**config.mk**
```make
export PLATFORM = sky130hd
export DESIGN_NAME = cardif_sequencer
export DESIGN_NICKNAME = d
export VERILOG_FILES = /design/src/rtl/cardif_pkg.sv /design/src/rtl/cardif_fault_merge.sv /design/src/rtl/cardif_step_timer.sv /design/src/rtl/cardif_sequencer.sv
export SDC_FILE = /design/constraint.sdc
export NUM_CORES = 1
export LEC_CHECK = 0
export BUFFER_PORTS_ARGS = -buffer_cell sky130_fd_sc_hd__buf_2
export CAP_MARGIN = 5
export CORE_MARGIN = 4
export CORE_UTILIZATION = 45
export DETAILED_ROUTE_END_ITERATION = 10
export HOLD_SLACK_MARGIN = 0.08
export MAX_ROUTING_LAYER = met4
export PLACE_DENSITY = 0.7
export SETUP_SLACK_MARGIN = 0.4
export SYNTH_ARGS = -nofsm -noshare
export SYNTH_HDL_FRONTEND = slang
export SYNTH_SLANG_ARGS = --single-unit
```
**constraint.sdc**
```tcl
create_clock -name clk -period 1.98 [get_ports clk]
set_input_delay 0.297 -clock clk [delete_from_list [all_inputs] [get_ports clk]]
set_output_delay 0.297 -clock clk [all_outputs]
set_load 0.01 [all_outputs]
```
**src/rtl/cardif_pkg.sv**
```systemverilog
// Shared types for the contact card sequencer.
// Assumes: fault flags are collected into one vector in the index order below.
package cardif_pkg;
    localparam int NUM_FAULTS = 6;
    localparam int FI_VDD = 0;
    localparam int FI_VPC = 1;
    localparam int FI_VCC = 2;
    localparam int FI_OVC = 3;
    localparam int FI_HOT = 4;
    localparam int FI_VPC_LT_VCC = 5;

    typedef enum logic [2:0] {
        SQ_IDLE   = 3'd0,
        SQ_UP_PWR = 3'd1,
        SQ_UP_IO  = 3'd2,
        SQ_UP_CLK = 3'd3,
        SQ_LIVE   = 3'd4,
        SQ_DN_RST = 3'd5,
        SQ_DN_CLK = 3'd6,
        SQ_DN_IO  = 3'd7
    } seq_state_t;
endpackage

```
**src/rtl/cardif_fault_merge.sv**
```systemverilog
// Combines the two presence switches and the supervisor flags.
// Assumes: all inputs are already synchronous to the sequencer clock.
module cardif_fault_merge #(
    parameter int NF = 6
) (
    input  logic          det_hi,
    input  logic          det_lo_n,
    input  logic [NF-1:0] flt,
    output logic          present,
    output logic          fault_any
);
    // Seated if either switch polarity reports a card; removal counts as a fault.
    always_comb begin
        present   = det_hi | ~det_lo_n;
        fault_any = (|flt) | ~present;
    end
endmodule

```
**src/rtl/cardif_step_timer.sv**
```systemverilog
// Down-counter that spaces the sequencer steps.
// Assumes: load_val is the step length minus one; done is high once it reaches zero.
module cardif_step_timer #(
    parameter int W = 4
) (
    input  logic         clk,
    input  logic         rst_n,
    input  logic         load,
    input  logic [W-1:0] load_val,
    output logic         done
);
    logic [W-1:0] cnt_q;

    // Reload on a state change, otherwise count down to zero and hold.
    always_ff @(posedge clk) begin
        if (!rst_n)
            cnt_q <= '0;
        else if (load)
            cnt_q <= load_val;
        else if (cnt_q != '0)
            cnt_q <= cnt_q - 1'b1;
    end

    assign done = (cnt_q == '0);
endmodule

```
**src/rtl/cardif_sequencer.sv**
```systemverilog
// Contact card power sequencer.
// Power-up order: supply, I/O, clock, then reset pass-through, ACT_GAP cycles apart.
// Power-down runs in reverse, DEACT_GAP cycles apart, on release, removal or a fault.
// Assumes: synchronous inputs, ACT_GAP >= 1, DEACT_GAP >= 1.
module cardif_sequencer #(
    parameter int ACT_GAP   = 4,
    parameter int DEACT_GAP = 2
) (
    input  logic clk,
    input  logic rst_n,
    input  logic act_req_n,
    input  logic host_rst,
    input  logic det_hi,
    input  logic det_lo_n,
    input  logic flt_vdd,
    input  logic flt_vpc,
    input  logic flt_vcc,
    input  logic flt_ovc,
    input  logic flt_hot,
    input  logic flt_vpc_lt_vcc,
    output logic pwr_en,
    output logic card_rst,
    output logic clk_en,
    output logic io_en,
    output logic irq_n
);
    import cardif_pkg::*;

    localparam int MAXG = (ACT_GAP > DEACT_GAP) ? ACT_GAP : DEACT_GAP;
    localparam int CW   = $clog2(MAXG + 1);
    localparam logic [CW-1:0] ACT_LD   = CW'(ACT_GAP - 1);
    localparam logic [CW-1:0] DEACT_LD = CW'(DEACT_GAP - 1);

    logic [NUM_FAULTS-1:0] flt;
    logic present, fault_any, req, abort, done;
    logic flt_lat_q, pwr_q, io_q, clk_q, live_q;
    logic load;
    logic [CW-1:0] load_val;
    seq_state_t st_q, nxt;

    // Gather the supervisor flags in package index order.
    always_comb begin
        flt                = '0;
        flt[FI_VDD]        = flt_vdd;
        flt[FI_VPC]        = flt_vpc;
        flt[FI_VCC]        = flt_vcc;
        flt[FI_OVC]        = flt_ovc;
        flt[FI_HOT]        = flt_hot;
        flt[FI_VPC_LT_VCC] = flt_vpc_lt_vcc;
    end

    cardif_fault_merge #(.NF(NUM_FAULTS)) u_merge (
        .det_hi   (det_hi),
        .det_lo_n (det_lo_n),
        .flt      (flt),
        .present  (present),
        .fault_any(fault_any)
    );

    cardif_step_timer #(.W(CW)) u_timer (
        .clk     (clk),
        .rst_n   (rst_n),
        .load    (load),
        .load_val(load_val),
        .done    (done)
    );

    assign req   = ~act_req_n;
    assign abort = ~req | fault_any;

    // Next-state decision; power-up steps can abort, power-down steps cannot.
    always_comb begin
        nxt = st_q;
        unique case (st_q)
            SQ_IDLE:   if (req && !fault_any && !flt_lat_q) nxt = SQ_UP_PWR;
            SQ_UP_PWR: if (abort) nxt = SQ_DN_RST; else if (done) nxt = SQ_UP_IO;
            SQ_UP_IO:  if (abort) nxt = SQ_DN_RST; else if (done) nxt = SQ_UP_CLK;
            SQ_UP_CLK: if (abort) nxt = SQ_DN_RST; else if (done) nxt = SQ_LIVE;
            SQ_LIVE:   if (abort) nxt = SQ_DN_RST;
            SQ_DN_RST: if (done) nxt = SQ_DN_CLK;
            SQ_DN_CLK: if (done) nxt = SQ_DN_IO;
            SQ_DN_IO:  if (done) nxt = SQ_IDLE;
            default:   nxt = SQ_IDLE;
        endcase
    end

    // Restart the step timer on every transition with the gap of the new phase.
    always_comb begin
        load     = (nxt != st_q);
        load_val = (nxt == SQ_DN_RST || nxt == SQ_DN_CLK || nxt == SQ_DN_IO) ? DEACT_LD : ACT_LD;
    end

    // State, output enables and the fault latch.
    always_ff @(posedge clk) begin
        if (!rst_n) begin
            st_q      <= SQ_IDLE;
            pwr_q     <= 1'b0;
            io_q      <= 1'b0;
            clk_q     <= 1'b0;
            live_q    <= 1'b0;
            flt_lat_q <= 1'b0;
        end else begin
            st_q      <= nxt;
            flt_lat_q <= req & (flt_lat_q | fault_any);
            live_q    <= (nxt == SQ_LIVE);
            if (nxt == SQ_UP_PWR)     pwr_q <= 1'b1;
            else if (nxt == SQ_IDLE)  pwr_q <= 1'b0;
            if (nxt == SQ_UP_IO)      io_q  <= 1'b1;
            else if (nxt == SQ_DN_IO) io_q  <= 1'b0;
            if (nxt == SQ_UP_CLK)     clk_q <= 1'b1;
            else if (nxt == SQ_DN_CLK) clk_q <= 1'b0;
        end
    end

    // Drive the card and host outputs.
    always_comb begin
        pwr_en   = pwr_q;
        io_en    = io_q;
        clk_en   = clk_q;
        card_rst = live_q & host_rst;
        irq_n    = req ? ~flt_lat_q : present;
    end
endmodule

```
==> impl_results.md, run 1 <==
- Worst setup path category: in2reg
- Detailed Route WL: approximately 1800 µm
- Number of vias per cell: slightly above 6
- Placed Instances: between 100 and 150
- Average wire per cell in the routed design: 14.9 µm
- Diodes inserted: 0
- Clk slew on worst S/H paths: 70 ps
- Synthesized flop and latch total: 11
- Clock insertion delay at the later pin of the skew report: 270 ps
- Switch share: 0.428
- Async set-or-reset flop fraction in the synthesized netlist: 0
- Critical R2R Capture: u_timer.cnt_q[1]$_SDFFE_PN0P_
- Fraction of post-synthesis cell area in the top cell type by area: 0.317
- Area of the core: roughly 1400 µm²
- Worst hold path cell count: 2
- Part of the total power dissipated in sequential elements: 0.326
- CP Capture Type: flop
- Hold worst-path end: flt_lat_q$_SDFF_PN0_
- Net Count, Synth: 99
- Die Width: 47.3 µm
- Via count of the first global-routing pass: 637
- Number of placed I/O pins: 17
- Final layout net count: approximately 120
- Cell internal pwr: roughly 600 µW
- Worst Tran Pin Value: between 500 and 600 ps
- CTS buffer count: 3
- Layout cell share with drive strength beyond 1: 0.375
- Finished Core Util: 0.652
- Final setup violation count: 0
- Quantity of hold-fixing buffers added after cts: 0
- Time the final worst path needs with I/O delays and setup: 1720 ps
- Largest driver fanout on the critical path: 6
- Post-synth EDFFs: 0
- Crit path setup slack, layout: 263 ps
- Post-Place Setup Slack: -195 ps
- Vias after detailed routing: 739
- Drt first-iter violations: 14
- Critical Path Start Type: input pin
- Depth of the most critical reg-to-reg path: 6
- Initial antenna violation count: 0
- Dominant register cell in the synthesized netlist: sky130_fd_sc_hd__dfxtp_1
- Placed standard-cell area: ~800 µm²
- Mapped Avg Cell Area: 8.17 µm²
- Max-capacitance violation count: 0
- Detailed placement HPWL: around 1200 µm
- Worst clock skew: 2.97 ps
- Max Freq: 582 MHz
- DRT antenna net count: 0
- Remaining max-slew budget at the tightest pin: 0.647
- Initial DRT Pass Iterations: 6
- Synthesis-to-layout area growth: 29.9%
- Full die area: 2240 µm²
- Remaining Overflow, GRT: 0
- GRT Overall Usage: 0.183
- Netlist cell types: 40
- RSZ-0062 raised after global routing: true
- Die span in y: 47.3 µm
- Peak supply drop: 0.639 mV
- Post-route cell area: ~900 µm²
- Result of the run: finished clean
- Buffers from clock root to sink, at most: 2
- CTS tree: built
- Netlist area before placement: just under 700 µm²
- Top cells by area, synth: sky130_fd_sc_hd__dfxtp_1, sky130_fd_sc_hd__a21oi_1, sky130_fd_sc_hd__ha_1
- Required time at the endpoint of the critical path: between 2000 and 2500 ps
- Fill count: 124
- Total count of max-transition violations in the final report: 0
- Class of the most critical hold timing path: in2reg
- Residual DRC: 0
- Start point of the critical path: flt_vpc
- Register-to-register setup slack: 340 ps
- Count of H-tree levels built during CTS: 1
- Relative contribution of combinational cells to total power: 0.530
- Maximum number of pins on one net before global-route repair: 17
- Count of standard-cell rows: 13
- Global-route wire length before repair: 2770 µm
- Final worst path period share: 0.867
- Final Wtd Congestion: 0.790
- Mapped Cells: 85
- Proportion of synthesized chip area in sequential cells: 0.317
- Share of power burned in the clock network: 0.143
- R2r startpoint: u_timer.cnt_q[0]$_SDFFE_PN0P_
- Total clock sinks: 11
- Power Dens Cells: 1190 nW/µm²
- Initial Utilization: 0.502
- Count of input and output buffers: 16
- Leak Pwr: 0.000405 µW
- Final Instance Count excl. Fillers: 119
- Launch point of the worst hold path: act_req_n
- Clock tree root driver cell: sky130_fd_sc_hd__clkbuf_4
- Synthesis Warnings: 0
- Power dissipated by switching net loads: between 400 and 500 µW
- Number of endpoints with negative hold slack in the final report: 0
- Cell type with the largest total area after synthesis: sky130_fd_sc_hd__dfxtp_1
- Arrival time reported for the critical path endpoint: approximately 1900 ps
## power groups by stage
stage | Clock (µW) | Sequential, µW | Combinational [µW]
after global routing | 170 | 362 | 634
after detailed placement | 0 | 351 | 478
after global placement | 0 | 347 | 467
after CTS | 159 | 349 | 524
final | 154 | 351 | 570
after floorplan | 0 | 296 | 430
## critical path: stages
cell and delay [ps]:
sky130_fd_sc_hd__buf_6 90, sky130_fd_sc_hd__or4_4 530, sky130_fd_sc_hd__or4_4 490, sky130_fd_sc_hd__and3_4 180
sky130_fd_sc_hd__o31a_2 290
## per-layer routing
layer | vias to the layer above | routed length (µm) | track usage
met5 | - | 0 | -
met4 | 0 | 34 | 0.0497
met3 | 7 | 104 | 0.0575
met2 | 31 | 892 | 0.321
met1 | 349 | 741 | 0.196
li1 | 352 | - | -
## worst max path at each step
stage | to | slack, ps | depth (start not counted)
floorplan | u_timer.cnt_q[1]$_SDFFE_PN0P_ | -30 | 5
global placement | u_timer.cnt_q[1]$_SDFFE_PN0P_ | -160 | 5
detailed placement | u_timer.cnt_q[0]$_SDFFE_PN0P_ | -190 | 5
CTS | u_timer.cnt_q[0]$_SDFFE_PN0P_ | 290 | 5
global route | u_timer.cnt_q[1]$_SDFFE_PN0P_ | 260 | 6
finish | u_timer.cnt_q[0]$_SDFFE_PN0P_ | 260 | 5
## area by class of cell
class / instances / area, µm² / share of cell area
Multi-Input combinational cell: 67 / 509 / 0.564
Sequential cell: 11 / 220 / 0.244
Timing Repair Buffer: 20 / 120 / 0.133
Clock buffer: 4 / 26.3 / 0.0291
Tap cell: 15 / 18.8 / 0.0208
Inverter: 2 / 7.51 / 0.00832
## synth_stat cells (2+ instances only)
master                      n
sky130_fd_sc_hd__dfxtp_1   11
sky130_fd_sc_hd__a21oi_1    7
sky130_fd_sc_hd__nor2_1     5
sky130_fd_sc_hd__nand2_1    4
sky130_fd_sc_hd__nor4_1     4
sky130_fd_sc_hd__o21ai_0    4
sky130_fd_sc_hd__and3_1     3
sky130_fd_sc_hd__clkbuf_1   3
sky130_fd_sc_hd__nand2b_1   3
sky130_fd_sc_hd__nor2b_1    3
sky130_fd_sc_hd__nor3_1     3
sky130_fd_sc_hd__buf_2      2
sky130_fd_sc_hd__ha_1       2
sky130_fd_sc_hd__inv_1      2
sky130_fd_sc_hd__nand3_1    2
sky130_fd_sc_hd__nor3b_1    2
sky130_fd_sc_hd__xnor2_1    2
## flip-flops by register name, summed over array words and instances (netlist names)
register       count
clk_en             1
pwr_en             1
io_en              1
st_q               3
flt_lat_q          1
live_q             1
u_timer.cnt_q      3
## per-stage QoR
step / hold WS, ps / TNS, ps / total power [µW]
floorplan: 373 / -60.3 / 726
global placement: 436 / -585 / 813
detailed placement: 440 / -666 / 829
CTS: 268 / 0 / 1030
global route: 306 / 0 / 1170
finish: 305 / 0 / 1070
## logic make-up (layout without fill, tap and decap cells)
logic type               after synthesis  in the layout  synth area share
AND/OR/NAND/NOR                       39             39             0.337
AO/OA/AOI/OAI                         22             22             0.216
flip-flops                            11             11             0.317
buffers and inverters                  7             26            0.0414
XOR/XNOR                               3              3            0.0378
adder cells (fa/ha/maj)                2              2            0.0360
multiplexers                           1              1            0.0144
## repair_timing
item,4_1_cts,5_1_grt
gates resized for setup,7,7
buffers inserted,0,2
pin swaps,3,3
endpoints found under the setup margin,7,6
## placed cells by master, fill, tap and decap left out, types with 3 or more instances in the layout
cell / synthesis / routed
sky130_fd_sc_hd__o21ai_0: 4 / 3
sky130_fd_sc_hd__dfxtp_1: 11 / 11
sky130_fd_sc_hd__nor2_1: 5 / 5
sky130_fd_sc_hd__buf_2: 2 / 15
sky130_fd_sc_hd__and3_1: 3 / 3
sky130_fd_sc_hd__buf_4: 0 / 3
sky130_fd_sc_hd__nand2b_1: 3 / 3
sky130_fd_sc_hd__nand2_1: 4 / 4
sky130_fd_sc_hd__clkbuf_4: 0 / 3
sky130_fd_sc_hd__a21oi_1: 7 / 7
Note: power is estimated with default switching activity, not from simulation.
==> run 2, diff against run 1 <==
--- a/config.mk
+++ b/config.mk
@@ -8,7 +8,7 @@
 export BUFFER_PORTS_ARGS = -buffer_cell sky130_fd_sc_hd__buf_2
 export CAP_MARGIN = 5
 export CORE_MARGIN = 4
-export CORE_UTILIZATION = 45
+export CORE_UTILIZATION = 46
 export DETAILED_ROUTE_END_ITERATION = 10
 export HOLD_SLACK_MARGIN = 0.08
 export MAX_ROUTING_LAYER = met4
@@ -16,4 +16,5 @@
 export SETUP_SLACK_MARGIN = 0.4
 export SYNTH_ARGS = -nofsm -noshare
 export SYNTH_HDL_FRONTEND = slang
+export SYNTH_HIERARCHICAL = 1
 export SYNTH_SLANG_ARGS = --single-unit
==> run 2 against run 1 <==
Clock skew is 3.5 ps higher. Design area up 15%. Sequential cell count unchanged. Die area grew 3.9%. Routed wire length is 1.2% higher. Critical endpoint is now u_timer/cnt_q[0]$_SDFFE_PN0P_. Largest cell class unchanged.
==> impl_results.md, run 2 <==
- Peak supply drop: 0.840 mV (+31%)
- Number of vias per cell: 5.50 (-11%)
- Leading post-synthesis cells by instance count: sky130_fd_sc_hd__dfxtp_1, sky130_fd_sc_hd__inv_1, sky130_fd_sc_hd__nor2_1, sky130_fd_sc_hd__o21ai_0, sky130_fd_sc_hd__nand2_1
- Dominant register cell in the synthesized netlist: sky130_fd_sc_hd__dfxtp_1
- Global-route wire length before repair: 2710 µm (-2.0%)
- Number of endpoints with negative hold slack in the final report: 0 (unchanged)
- Netlist area before placement: 743 µm² (+7.0%)
- Final Wtd Congestion: 0.786 (-0.51%)
- Total count of max-transition violations in the final report: 0 (unchanged)
- Synthesized flop and latch total: 11 (unchanged)
- Cell with the largest stage delay on the worst path: sky130_fd_sc_hd__or4_4
- Clock tree root driver cell: sky130_fd_sc_hd__clkbuf_4
- Most numerous cell in the Yosys netlist: sky130_fd_sc_hd__dfxtp_1
- Worst setup path category: reg2reg
- Layout cell share with drive strength beyond 1: 0.504 (+0.129)
- Fill count: 124 (unchanged)
- Remaining Overflow, GRT: 0 (unchanged)
- Leak Pwr: 0.000450 µW (+11%)
- CTS buffer count: 3 (unchanged)
- Netlist cell types: 40 (unchanged)
- Async set-or-reset flop fraction in the synthesized netlist: 0 (unchanged)
- R2r startpoint: st_q[1]$_SDFF_PN0_
- Chain of cells forming the critical path: or2_4, or4_4, a21oi_2, a221o_2, nor2b_1, a2111oi_1
- RSZ-0062 raised after global routing: true
- Fraction of post-synthesis cell area in the top cell type by area: 0.296 (-0.0208)
- GRT Overall Usage: 0.172 (-0.0111)
- CP Capture Type: flop
- Setup Total Neg Slack: 0 ps (unchanged)
- Class of the most critical hold timing path: in2reg
- Depth of the most critical reg-to-reg path: 6 (unchanged)
- Die span in y: 48.2 µm (+1.9%)
- Result of the run: finished clean
- Critical R2R Capture: u_timer/cnt_q[0]$_SDFFE_PN0P_
- Cell type with the largest total area after synthesis: sky130_fd_sc_hd__dfxtp_1
- Drt first-iter violations: 16 (+2)
- Number of placed I/O pins: 17 (unchanged)
- Worst clock skew: 6.47 ps (+3.49 ps)
- Final worst path period share: 0.938 (+0.0705)
- Final layout net count: 136 (+14%)
- DRT antenna net count: 0 (unchanged)
- Clock insertion delay at the later pin of the skew report: 270 ps (about the same)
- Total clock sinks: 11 (unchanged)
- Quantity of hold-fixing buffers added after cts: 0 (unchanged)
- Vias after detailed routing: 754 (+2.0%)
- Critical Path Start Type: flop
- Proportion of synthesized chip area in sequential cells: 0.296 (-0.0208)
- Buffers from clock root to sink, at most: 2 (unchanged)
- Time the final worst path needs with I/O delays and setup: 1860 ps (+140 ps)
- Area of the core: 1520 µm² (+10%)
- Initial DRT Pass Iterations: 4 (-2)
- Final Instance Count excl. Fillers: 137 (+15%)
- Worst hold path cell count: 2 (unchanged)
- Mapped Avg Cell Area: 8.35 µm² (+2.2%)
- Post-route cell area: 1040 µm² (+15%)
- Power Dens Cells: 1360 nW/µm² (+14%)
- Hold worst-path end: flt_lat_q$_SDFF_PN0_
- Mapped Cells: 89 (+4.7%)
- Clk slew on worst S/H paths: 70 ps (about the same)
- Crit path setup slack, layout: 123 ps (-140 ps)
- Required time at the endpoint of the critical path: 2140 ps (about the same)
- Count of H-tree levels built during CTS: 1 (unchanged)
- Placed Instances: 126 (+12%)
- Maximum number of pins on one net before global-route repair: 13 (-4)
- Count of standard-cell rows: 14 (+1)
- Via count of the first global-routing pass: 685 (+7.5%)
- Post-Place Setup Slack: -145 ps (+49.9 ps)
- Highest cell delay on the worst timing path: 480 ps (-50 ps)
- Arrival time reported for the critical path endpoint: 2020 ps (+140 ps)
- Full die area: 2320 µm² (+3.9%)
- Detailed Route WL: 1790 µm (+1.2%)
- Diodes inserted: 0 (unchanged)
- Net Count, Synth: 103 (+4.0%)
- Largest registers in the final layout: st_q (3), u_timer/cnt_q (3)
- CTS tree: built
- Detailed placement HPWL: 1230 µm (+2.8%)
- Synthesis Warnings: 6 (+6)
- Top cells by area, synth: sky130_fd_sc_hd__dfxtp_1, sky130_fd_sc_hd__o21ai_0, sky130_fd_sc_hd__ha_1
- Final setup violation count: 0 (unchanged)
- Die Width: 48.2 µm (+1.9%)
- Placed standard-cell area: 876 µm² (+11%)
- Largest driver fanout on the critical path: 8 (+2)
- Launch point of the worst hold path: act_req_n
- Most frequent cells in the layout: sky130_fd_sc_hd__buf_2, sky130_fd_sc_hd__buf_4, sky130_fd_sc_hd__dfxtp_1, sky130_fd_sc_hd__nor2_1
- Average wire per cell in the routed design: 13.1 µm (-12%)
- Max-capacitance violation count: 0 (unchanged)
- Residual DRC: 0 (unchanged)
- Count of input and output buffers: 16 (unchanged)
- Max Freq: 539 MHz (-7.5%)
- Initial antenna violation count: 0 (unchanged)
- Post-synth EDFFs: 0 (unchanged)
- Register-to-register setup slack: 120 ps (-220 ps)
- Synthesis-to-layout area growth: 39.7%
- Initial Utilization: 0.488 (-0.0146)
run 2: kinds of logic (layout without fill, tap and decap cells):
| group | after synthesis | count (layout) | share of synthesized area |
|---|---|---|---|
| DFF | 11 | 11 | 0.296 |
| xor gates and xnor gates | 2 | 2 | 0.0236 |
| other | 2 | 2 | 0.0101 |
| buffers and inverters | 11 | 43 | 0.0875 |
| AOI/OAI and AO/OA | 21 | 21 | 0.200 |
| adders and majority gates | 2 | 2 | 0.0337 |
| and+or+nand+nor | 38 | 38 | 0.320 |
| muxes | 2 | 2 | 0.0286 |
run 2: where the power goes:
part	switching, µW	internal (µW)	total, µW
Combinational	408	495	903
Sequential	66.7	290	356
Clock	76.5	78.1	155
Total	551	863	1410
run 2: metal layers:
metal  up-vias  share of wire  global-route usage
met4         0          0.013              0.0591
met5         -              0                   -
li1        383              -                   -
met2        31           0.47               0.276
met1       336           0.43               0.192
met3         4          0.090              0.0701
run 2: repair_timing:
| item | in CTS | in global routing |
|---|---|---|
| endpoints found under the hold margin | 0 | 0 |
| resized for setup | 14 | 12 |
| endpoints found under the setup margin | 9 | 8 |
| setup buffers | 5 | 2 |
| pin swaps | 10 | 3 |
run 2: critical path: cells and delay by family, from the launching register on:
kind	cells	cell delay [ps]
compound gates	3	610
simple gates	3	820
flops	1	320
run 2: through the flow:
| stage | util | total power (µW) | hold WS [ps] |
|---|---|---|---|
| 6_report | 0.681 | 1410 | 313 |
| 5_1_grt | 0.681 | 1510 | 342 |
| 4_1_cts | 0.645 | 1300 | 295 |
| 3_5_place_dp | 0.575 | 986 | 451 |
| 3_3_place_gp | 0.575 | 975 | 449 |
| 2_1_floorplan | - | 808 | 425 |
run 2: final cells by class:
class / instances / area (µm²) / share of cell area
Tap cell: 16 / 20.0 / 0.0193
Sequential cell: 11 / 225 / 0.217
Inverter: 6 / 25.0 / 0.0241
Timing Repair Buffer: 33 / 211 / 0.204
Clock buffer: 4 / 26.3 / 0.0253
Multi-Input combinational cell: 67 / 531 / 0.511
run 2: worst max path at each step:
stage,startpoint,endpoint,slack (ps),depth (start not counted)
after global placement,flt_vcc,u_timer/cnt_q[1]$_SDFFE_PN0P_,-100,8
after global routing,st_q[1]$_SDFF_PN0_,u_timer/cnt_q[0]$_SDFFE_PN0P_,40,6
after CTS,st_q[1]$_SDFF_PN0_,u_timer/cnt_q[0]$_SDFFE_PN0P_,130,6
final,st_q[1]$_SDFF_PN0_,u_timer/cnt_q[0]$_SDFFE_PN0P_,120,6
after floorplan,st_q[0]$_SDFF_PN0_,u_timer/cnt_q[0]$_SDFFE_PN0P_,40,7
after detailed placement,flt_vcc,u_timer/cnt_q[1]$_SDFFE_PN0P_,-140,8
